<file path="src/rtl/vseq_pkg.sv">
`timescale 1ns/1ps
package vseq_pkg;

    typedef enum logic {
        MODE_STILL   = 1'b0,
        MODE_MONITOR = 1'b1
    } vmode_e;

    // Rest state of a four-phase vector: phases 1 and 2 high.
    localparam logic [3:0] PH_IDLE = 4'b0011;

    typedef struct packed {
        logic go;      // request one line shift
        logic keep_b;  // storage clocks follow this shift
    } shift_req_t;

    function automatic logic [3:0] ph_rotl(input logic [3:0] v, input logic [1:0] n);
        logic [7:0] d;
        d = {v, v} << n;
        return d[7:4];
    endfunction

endpackage

</file>
<file path="src/rtl/vseq_phase_gen.sv">
`timescale 1ns/1ps
module vseq_phase_gen
    import vseq_pkg::*;
#(
    parameter int DIV = 16
) (
    input  logic       clk,
    input  logic       rst,
    input  shift_req_t req,
    output logic       ready,
    output logic [3:0] a_ph,
    output logic [3:0] b_ph
);
    localparam int QLEN = DIV / 4;
    localparam int SW   = (QLEN > 1) ? $clog2(QLEN) : 1;

    logic          busy;
    logic          keep_q;
    logic [1:0]    qtr;
    logic [SW-1:0] sub;
    logic          last;
    logic [3:0]    step_pat;

    assign last  = busy && (qtr == 2'd3) && (sub == SW'(QLEN - 1));
    // A new shift may be chained onto the final cycle of the current one.
    assign ready = !busy || last;

    always_ff @(posedge clk) begin
        if (rst) begin
            busy   <= 1'b0;
            keep_q <= 1'b0;
            qtr    <= 2'd0;
            sub    <= '0;
        end else if (req.go && ready) begin
            busy   <= 1'b1;
            keep_q <= req.keep_b;
            qtr    <= 2'd0;
            sub    <= '0;
        end else if (busy) begin
            if (last) begin
                busy <= 1'b0;
            end else if (sub == SW'(QLEN - 1)) begin
                sub <= '0;
                qtr <= qtr + 2'd1;
            end else begin
                sub <= sub + SW'(1);
            end
        end
    end

    assign step_pat = ph_rotl(PH_IDLE, qtr + 2'd1);
    assign a_ph     = busy ? step_pat : PH_IDLE;
    assign b_ph     = (busy && keep_q) ? step_pat : PH_IDLE;

endmodule

</file>
<file path="src/rtl/vseq_line_ctr.sv">
`timescale 1ns/1ps
module vseq_line_ctr
    import vseq_pkg::*;
#(
    parameter int STILL_LEN = 2035,
    parameter int MON_LEN   = 315,
    parameter int CR_LEN    = 32,
    parameter int LW        = 11
) (
    input  logic          clk,
    input  logic          rst,
    input  logic          line_strobe,
    input  vmode_e        mode_sel,
    input  logic [LW-1:0] cr_line,
    output logic [LW-1:0] line_q,
    output vmode_e        mode_q,
    output logic          frame_start,
    output logic          line_tick,
    output logic          cr_pulse
);
    localparam int CRW = $clog2(CR_LEN + 1);

    logic           fresh;
    logic [LW-1:0]  cr_lat;
    logic [LW-1:0]  last_line;
    logic [CRW-1:0] cr_cnt;
    logic           wrap;
    logic           cr_hit;

    assign last_line = (mode_q == MODE_STILL) ? LW'(STILL_LEN - 1) : LW'(MON_LEN - 1);
    assign wrap      = fresh || (line_q == last_line);
    assign cr_hit    = line_strobe &&
                       (wrap ? (cr_line == '0) : ((line_q + LW'(1)) == cr_lat));

    always_ff @(posedge clk) begin
        if (rst) begin
            fresh       <= 1'b1;
            line_q      <= '0;
            mode_q      <= MODE_STILL;
            cr_lat      <= '0;
            frame_start <= 1'b0;
            line_tick   <= 1'b0;
            cr_cnt      <= '0;
        end else begin
            frame_start <= line_strobe && wrap;
            line_tick   <= line_strobe;
            if (line_strobe) begin
                if (wrap) begin
                    line_q <= '0;
                    mode_q <= mode_sel;
                    cr_lat <= cr_line;
                    fresh  <= 1'b0;
                end else begin
                    line_q <= line_q + LW'(1);
                end
            end
            if (cr_hit) begin
                cr_cnt <= CRW'(CR_LEN);
            end else if (cr_cnt != '0) begin
                cr_cnt <= cr_cnt - CRW'(1);
            end
        end
    end

    assign cr_pulse = (cr_cnt != '0);

endmodule

</file>
<file path="src/rtl/vseq_subsample.sv">
`timescale 1ns/1ps
module vseq_subsample #(
    parameter int IMG_LINES  = 1324,
    parameter int HEAD_LINES = 16,
    parameter int TAIL_LINES = 18,
    parameter int GROUP      = 10,
    parameter int KEEP       = 2
) (
    input  logic clk,
    input  logic rst,
    input  logic begin_fs,
    input  logic accept,
    output logic active,
    output logic keep_b
);
    localparam int SUB_LINES = IMG_LINES - HEAD_LINES - TAIL_LINES;
    localparam int IW        = $clog2(IMG_LINES + 1);
    localparam int GW        = (GROUP > 1) ? $clog2(GROUP) : 1;

    logic [IW-1:0] idx;
    logic [GW-1:0] grp;

    assign keep_b = (idx < IW'(HEAD_LINES)) ||
                    ((idx < IW'(HEAD_LINES + SUB_LINES)) && (grp < GW'(KEEP)));

    always_ff @(posedge clk) begin
        if (rst) begin
            active <= 1'b0;
            idx    <= '0;
            grp    <= '0;
        end else if (begin_fs) begin
            active <= 1'b1;
            idx    <= '0;
            grp    <= '0;
        end else if (accept && active) begin
            if (idx == IW'(IMG_LINES - 1)) begin
                active <= 1'b0;
            end
            idx <= idx + IW'(1);
            if (idx >= IW'(HEAD_LINES)) begin
                grp <= (grp == GW'(GROUP - 1)) ? '0 : grp + GW'(1);
            end
        end
    end

endmodule

</file>
<file path="src/rtl/ccd_vert_seq.sv">
`timescale 1ns/1ps
module ccd_vert_seq
    import vseq_pkg::*;
#(
    parameter int DIV         = 16,
    parameter int IMG_LINES   = 1324,
    parameter int STORE_LINES = 298,
    parameter int HEAD_LINES  = 16,
    parameter int TAIL_LINES  = 18,
    parameter int GROUP       = 10,
    parameter int KEEP        = 2,
    parameter int STILL_LEN   = 2035,
    parameter int MON_LEN     = 315,
    parameter int CR_LEN      = 32,
    parameter int PW          = 8,
    parameter int SHIFT_AT    = 2,
    localparam int LW = $clog2((STILL_LEN > MON_LEN) ? STILL_LEN : MON_LEN)
) (
    input  logic          clk,
    input  logic          rst,
    input  logic          line_strobe,
    input  logic          blank_win,
    input  logic [PW-1:0] blank_phase,
    input  logic          mode_sel,
    input  logic [LW-1:0] cr_line,
    output logic [3:0]    a_ph,
    output logic [3:0]    b_ph,
    output logic          cr_pulse,
    output logic          frame_start
);
    localparam int STILL_SHIFTS = IMG_LINES + STORE_LINES;

    logic [LW-1:0] line_q;
    vmode_e        mode_q;
    logic          line_tick;
    logic          tr_ready;
    logic          fs_active;
    logic          sub_keep;
    logic          still_pend;
    logic          still_go;
    logic          in_range;
    logic          accept;
    shift_req_t    req;

    vseq_line_ctr #(
        .STILL_LEN (STILL_LEN),
        .MON_LEN   (MON_LEN),
        .CR_LEN    (CR_LEN),
        .LW        (LW)
    ) u_line (
        .clk         (clk),
        .rst         (rst),
        .line_strobe (line_strobe),
        .mode_sel    (vmode_e'(mode_sel)),
        .cr_line     (cr_line),
        .line_q      (line_q),
        .mode_q      (mode_q),
        .frame_start (frame_start),
        .line_tick   (line_tick),
        .cr_pulse    (cr_pulse)
    );

    vseq_subsample #(
        .IMG_LINES  (IMG_LINES),
        .HEAD_LINES (HEAD_LINES),
        .TAIL_LINES (TAIL_LINES),
        .GROUP      (GROUP),
        .KEEP       (KEEP)
    ) u_sub (
        .clk      (clk),
        .rst      (rst),
        .begin_fs (frame_start && (mode_q == MODE_MONITOR)),
        .accept   (accept && (mode_q == MODE_MONITOR)),
        .active   (fs_active),
        .keep_b   (sub_keep)
    );

    // Still mode: one shift per line in the transfer range, placed in blanking.
    assign in_range = (line_q != '0) && (line_q <= LW'(STILL_SHIFTS));
    assign still_go = still_pend && blank_win && (blank_phase == PW'(SHIFT_AT));

    always_ff @(posedge clk) begin
        if (rst) begin
            still_pend <= 1'b0;
        end else if (line_tick) begin
            still_pend <= (mode_q == MODE_STILL) && in_range;
        end else if (still_go && tr_ready) begin
            still_pend <= 1'b0;
        end
    end

    always_comb begin
        if (mode_q == MODE_MONITOR) begin
            req.go     = fs_active;
            req.keep_b = sub_keep;
        end else begin
            req.go     = still_go;
            req.keep_b = 1'b1;
        end
    end

    assign accept = req.go && tr_ready;

    vseq_phase_gen #(
        .DIV (DIV)
    ) u_phase (
        .clk   (clk),
        .rst   (rst),
        .req   (req),
        .ready (tr_ready),
        .a_ph  (a_ph),
        .b_ph  (b_ph)
    );

endmodule

</file>
<file path="config.mk">
export PLATFORM = sky130hd
export DESIGN_NAME = ccd_vert_seq
export DESIGN_NICKNAME = d
export VERILOG_FILES = /design/src/rtl/vseq_pkg.sv /design/src/rtl/vseq_phase_gen.sv /design/src/rtl/vseq_line_ctr.sv /design/src/rtl/vseq_subsample.sv /design/src/rtl/ccd_vert_seq.sv
export SDC_FILE = /design/constraint.sdc
export NUM_CORES = 1
export LEC_CHECK = 0
export BUFFER_PORTS_ARGS = -buffer_cell sky130_fd_sc_hd__buf_4
export CAP_MARGIN = 10
export CORE_MARGIN = 3
export CORE_UTILIZATION = 55
export CTS_BUF_LIST = sky130_fd_sc_hd__clkbuf_4 sky130_fd_sc_hd__clkbuf_8
export DETAILED_ROUTE_END_ITERATION = 8
export PLACE_DENSITY = 0.76
export SLEW_MARGIN = 20
export SYNTH_ARGS = -nofsm -noshare
export SYNTH_HDL_FRONTEND = slang
export SYNTH_HIERARCHICAL = 1
export SYNTH_SLANG_ARGS = --single-unit
</file>
<file path="constraint.sdc">
create_clock -name clk -period 3.35 [get_ports clk]
set_clock_uncertainty 0.05 [all_clocks]
set_input_delay 0.5025 -clock clk [delete_from_list [all_inputs] [get_ports clk]]
set_output_delay 0.5025 -clock clk [all_outputs]
set_load 0.005 [all_outputs]
</file>
Yosys cells after proc, flatten, opt, wreduce, memory -nomap -nowiden
Index checks and enable logic that the tools add are counted.

word-level totals
  register bits = 55

cells by class
  mux-type cells = 18
  eq/ne operators = 7
  bitwise logic cells = 2
  order comparisons = 5
  $add $sub $neg = 6
  reduce and logical (&&, ||, !) cells = 34
  shift operators = 1

operator list
  cell                                                                                  count
  11-bit by 1-bit adder with 11-bit output, second input constant                       2
  11-bit == test                                                                        2
  11-bit two-way mux                                                                    2
  1-bit logical AND                                                                     15
  4-bit two-way mux                                                                     3
  6-bit two-way mux                                                                     2
  11-bit == test, second input constant                                                 1
  11-bit by 5-bit greater-or-equal comparator with 1-bit output, second input constant  1
  11-bit <= comparator, second input constant                                           1
  11-bit zero test                                                                      1
  11-bit less-than comparator, second input constant                                    1
  11-bit by 5-bit less-than comparator with 1-bit output, second input constant         1
  11-bit nonzero test                                                                   1
  1-bit two-way mux                                                                     9
  8-bit by 2-bit == test with 1-bit output, second input constant                       1
  2-bit AND reduction                                                                   4
  2-bit nonzero test                                                                    4
  6-bit by 2-bit left shift with 8-bit output, first input constant                     1
  6-bit nonzero test                                                                    1
  2-bit OR reduction                                                                    3
  6-bit by 1-bit subtractor with 6-bit output, second input constant                    1
  2-bit by 1-bit adder with 2-bit output, second input constant                         2
  4-bit by 1-bit adder with 4-bit output, second input constant                         1
  2-bit == test, second input constant                                                  2
  other kinds (7)                                                                       11

Logic depth before layout (Yosys ltp)
  depth after elaboration = 9
  mapped depth = 8
  depth with buffers taken out = 8

Cells and area by module
The synthesis kept the hierarchy.

by module, submodules not included
  module          cells an instance  area an instance (sq um)  times used
  vseq_line_ctr   220                1746.7                    1
  vseq_subsample  97                 825.8                     1
  vseq_phase_gen  39                 337.8                     1
  ccd_vert_seq    26                 185.2                     1

Least setup slack after synthesis
Ideal clock, no wire load.

  kind = register -> register
  start point = reg u_line.line_q[0]
  end point = reg u_line.cr_cnt[1]
  buffers on the path = 0
  library setup time = 0.136 ns
  cell stages (with the launch flop) = 8
  clock period less this slack = 2.216 ns
  arrival time = 2.030 ns
  slack = 1.134 ns
  cells stage by stage = dfxtp_1 > ha_1 > and3_2 > nand4_1 > xnor2_1 > or4_4 > o31ai_2 > a211oi_1

on the way
  cells in the longest elaborated chain, start to end = 5

RTL lines
  what                                                                        line                                      source
  start: declaration                                                          vseq_line_ctr.sv:15                       output logic [LW-1:0] line_q,
  start signal: assignment                                                    vseq_line_ctr.sv:54                       line_q <= line_q + LW'(1);
  11-bit by 1-bit adder with 11-bit output or 11-bit == test (tied branches)  vseq_line_ctr.sv:33, vseq_line_ctr.sv:31
  11-bit == test or 1-bit logical OR (tied branches)                          vseq_line_ctr.sv:33, vseq_line_ctr.sv:31
  1-bit two-way mux *                                                         vseq_line_ctr.sv:33                       (wrap ? (cr_line == '0) : ((line_q + LW'(1)) == cr_lat));
  1-bit logical AND *                                                         vseq_line_ctr.sv:32                       assign cr_hit = line_strobe &&
  2-bit OR reduction (no line) *                                              n/a
  end signal: assignment                                                      vseq_line_ctr.sv:58                       cr_cnt <= CRW'(CR_LEN);
  end signal: assignment                                                      vseq_line_ctr.sv:60                       cr_cnt <= cr_cnt - CRW'(1);
  end: declaration                                                            vseq_line_ctr.sv:26                       logic [CRW-1:0] cr_cnt;

Mark *: on every way between the ends. The rest lies on a longest branch, timed or not.
A chain may end at the register's enable or synchronous reset.

Final worst setup path
  start point = reg u_line.line_q[0]
  end point = reg u_line.cr_cnt[4]

The elaborated chain is that of the path after synthesis.

==> implementation parameters <==
Parameter                              Value

Logic synthesis
  Syn avg cell area    8.10 um^2
  Share of synthesized flip-flops with an asynchronous set or reset    0%
  Flops & latches, synth    55
  Post-synthesis sequential area ratio    between 30% and 40%
  Most area-consuming cells after synthesis    sky130_fd_sc_hd__dfxtp_1, sky130_fd_sc_hd__xnor2_1, sky130_fd_sc_hd__a21oi_1
  Share of Yosys cell area claimed by the top area cell type    35.6%
  Post-synth cell types    62
  Dominant cell type by area after synthesis    sky130_fd_sc_hd__dfxtp_1
  Count of mapped cells out of synthesis    382
  Top FF cell, synth    sky130_fd_sc_hd__dfxtp_1
  Post-Synthesis Cell Area    between 0.003 and 0.004 mm^2
  Number of nets produced by synthesis    413
  Total of warnings raised by yosys    6
  Count of flip-flops with a built-in enable after synthesis    0

Route
  Number of vias after detailed routing    2772
  Number of vias per cell after detailed routing    5.79
  Number of design-rule violations left by the first detailed-router iteration    169
  Routed wl met2    3280 um
  M1 wire length    3170 um
  DRC violations left    0
  Met3 WL    305 um
  DRT antenna net count    0
  Top routing layer used    met4
  Total wire length after detailed routing    6850 um
  First-pass DRT Iterations    4
  DR WL/cell    roughly 14 um

Global routing
  Pin count of the biggest net entering global routing    39
  First-pass GRT wire length    around 12000 um
  Overall routing resource usage    22.2%
  Total congestion overflow after global routing    0
  Number of global-route vias before repair    2519
  Initial antenna violation count    0

Timing
  Shortest period the worst path allows    roughly 2600 ps
  Setup TNS Final    0 ps
  Final clock period utilization by the worst path    77.0%
  Hold Violations, Final    0
  Upper clock frequency limit    slightly below 400 MHz
  Tightest Pin Transition    597 ps
  Final WS setup    roughly 770 ps
  Worst slew margin relative to its limit    60.1%
  Setup repair after global routing missed its margin    no
  Total count of max-transition violations in the final report    0
  Final setup viols    0

Run status
  Status    completed

Final layout
  Leading cell types in the layout, fill and taps excluded    sky130_fd_sc_hd__dfxtp_1, sky130_fd_sc_hd__nor2_1, sky130_fd_sc_hd__nand2_1, sky130_fd_sc_hd__buf_4, sky130_fd_sc_hd__a21oi_1
  Final Net Count    around 440
  Fin cells    ~480
  Area growth, synth to finish    11.4%
  Fraction of final layout cells with drive strength greater than 1    approximately 16%
  Most common cell after layout, fill and taps aside    sky130_fd_sc_hd__dfxtp_1
  Final std cell area, no fill    0.00345 mm^2
  Number of inserted diodes    0

Clock network
  Number of buffers between clock root and the deepest sink    2
  Hold-fix buffer count after cts    0
  Insertion delay of the later-clocked pin in the worst-skew pair    310 ps
  Quantity of gates resized following cts    0
  Clock-pin slew of the registers on the worst-case setup and hold paths    100 ps
  Post-CTS Setup Bufs    0
  Number of clock sinks    55
  CTS root buffer    sky130_fd_sc_hd__clkbuf_8
  Number of buffers inserted during clock tree synthesis    5
  # H-tree levels    2
  TritonCTS clock tree    done

Setup path
  Kind of start point of the critical path    flop
  Minimum setup slack among reg-to-reg paths    770 ps
  CP peak stage delay    550 ps
  Worst endpoint required time    approximately 3500 ps
  Reg2Reg Depth    7
  CP dominant cell by count    sky130_fd_sc_hd__nor3_1
  Reg2Reg Capture Point    u_line/cr_cnt[4]$_SDFFE_PP0P_
  Critical Path Fanout Max    9
  Arrival @ worst endpoint    approximately 2700 ps
  Class of the most critical setup path    reg2reg
  Worst r2r src    u_line/line_q[0]$_SDFFE_PP0P_
  Cells traversed along the worst timing path    ha_1 -> nand3_1 -> nor3_1 -> a31oi_1 -> or4_4 -> o31ai_2 -> nor3_1
  Critical path endpoint category    flop
  Crit path max-delay cell type    sky130_fd_sc_hd__or4_4

Die
  Starting density of the core    58.7%
  Core Region    ~0.0053 mm^2
  Top-level I/O count    34
  Number of core rows    26
  Die area    0.00656 mm^2
  Horizontal die dimension    between 80 and 90 um
  Chip height    81.0 um

Place
  Setup WS pre-CTS    815 ps
  GPL Wtd Cong    between 0.9 and 1
  Count of buffers inserted at the top-level ports    33
  DP Wirelength    4940 um
  Post-placement cell count    471
  Placement Cell Area    0.00336 mm^2

Pwr
  Total power consumption of the routed design    0.00142 W
  Max VDD drop    0.413 mV
  Leakage power    1.23 nW
  Power density over the cells    410 mW/mm^2

Worst hold path
  Min-delay worst type    in2reg
  Depth of the worst hold-timing path    3
  Hold Crit Endpoint    u_line/cr_lat[4]$_SDFFE_PP0P_
  Worst Min Path Start    cr_line[4]

Job
  Maxcap violations    0
synth_stat cells, drive strengths merged, types with 2 or more instances:
cell type   n
dfxtp      55
nor2       37
a21oi      34
nand2      34
nand3      29
xnor2      25
o21ai      20
inv        18
nor3       18
and3       10
clkbuf      9
nor4        9
ha          7
buf         6
a22oi       5
a31oi       5
or3         5
xor2        5
a211oi      4
and2        4
mux2i       4
nand3b      4
nor3b       4
or4         4
nand4       3
a211o       2
a21o        2
and4b       2
nand4b      2
metrics by stage:
| step | utilization, % | hold WS [ps] |
|---|---|---|
| 3_5_place_dp | 63.8 | 413 |
| 4_1_cts | 65.5 | 406 |
| 6_report | 65.5 | 419 |
| 5_1_grt | 65.5 | 402 |
| 3_3_place_gp | 63.8 | 409 |
| 2_1_floorplan | - | 395 |
where the power goes:
part | internal, W | leakage (nW) | switching (W)
Clock | 0.000146 | 0.0402 | 0.000222
Sequential | 0.000700 | 0.447 | 0.0000369
Combinational | 0.000150 | 0.741 | 0.000160
sequential cells by signal, indices dropped and copies added (netlist names):
signal              cells
u_line/cr_lat          11
u_line/line_q          11
u_sub/idx              11
u_line/cr_cnt           6
u_sub/grp               4
u_phase/qtr             2
u_phase/sub             2
still_pend              1
u_line/frame_start      1
u_line/fresh            1
u_line/line_tick        1
u_line/mode_q           1
u_phase/busy            1
u_phase/keep_q          1
u_sub/active            1
critical path, delay by kind of cell (launching register included):
| kind | cells | cell delay [ps] |
|---|---|---|
| AO/OA/AOI/OAI | 2 | 460 |
| adder cells (fa/ha/maj) | 1 | 300 |
| flip-flops | 1 | 500 |
| AND/OR/NAND/NOR | 4 | 1160 |
per-layer routing:
layer | up-vias | global-route usage (%)
li1 | 1408 | -
met1 | 1289 | 27.3
met2 | 66 | 39.6
met3 | 9 | 3.77
met4 | 0 | 6.25
met5 | - | 0
layout make-up:
type	count	area, um^2
fill	475	1820
sequential	55	1100
timing repair buffer	34	255
inverter	18	67.6
clock buffer	5	68.8
multi-input combinational	294	1850
tap	70	87.6
clock inverter	3	20.0
kinds of logic (layout without fill, tap and decap cells):
| kind of cell | after synthesis | count (layout) | share of synthesized area (%) |
|---|---|---|---|
| and+or+nand+nor | 173 | 173 | 31.1 |
| AOI/OAI and AO/OA | 80 | 80 | 16.0 |
| DFF | 55 | 55 | 35.6 |
| buffers and inverters | 33 | 60 | 4.69 |
| xor gates and xnor gates | 30 | 30 | 8.49 |
| adders and majority gates | 7 | 7 | 2.83 |
| muxes | 4 | 4 | 1.29 |
how the worst max path moves through the flow:
stage / start / endpoint / slack (ps) / depth (start not counted)
floorplan: u_line/line_q[0]$_SDFFE_PP0P_ / u_line/cr_cnt[1]$_SDFFE_PP0P_ / 1130 / 7
global placement: u_line/line_q[0]$_SDFFE_PP0P_ / u_line/cr_cnt[1]$_SDFFE_PP0P_ / 920 / 7
detailed placement: u_line/line_q[0]$_SDFFE_PP0P_ / u_line/cr_cnt[4]$_SDFFE_PP0P_ / 820 / 7
CTS: u_line/line_q[0]$_SDFFE_PP0P_ / u_line/cr_cnt[4]$_SDFFE_PP0P_ / 800 / 7
global route: u_line/line_q[0]$_SDFFE_PP0P_ / u_line/cr_cnt[4]$_SDFFE_PP0P_ / 560 / 7
finish: u_line/line_q[0]$_SDFFE_PP0P_ / u_line/cr_cnt[4]$_SDFFE_PP0P_ / 770 / 7
Power figures use the tool's default switching activity.
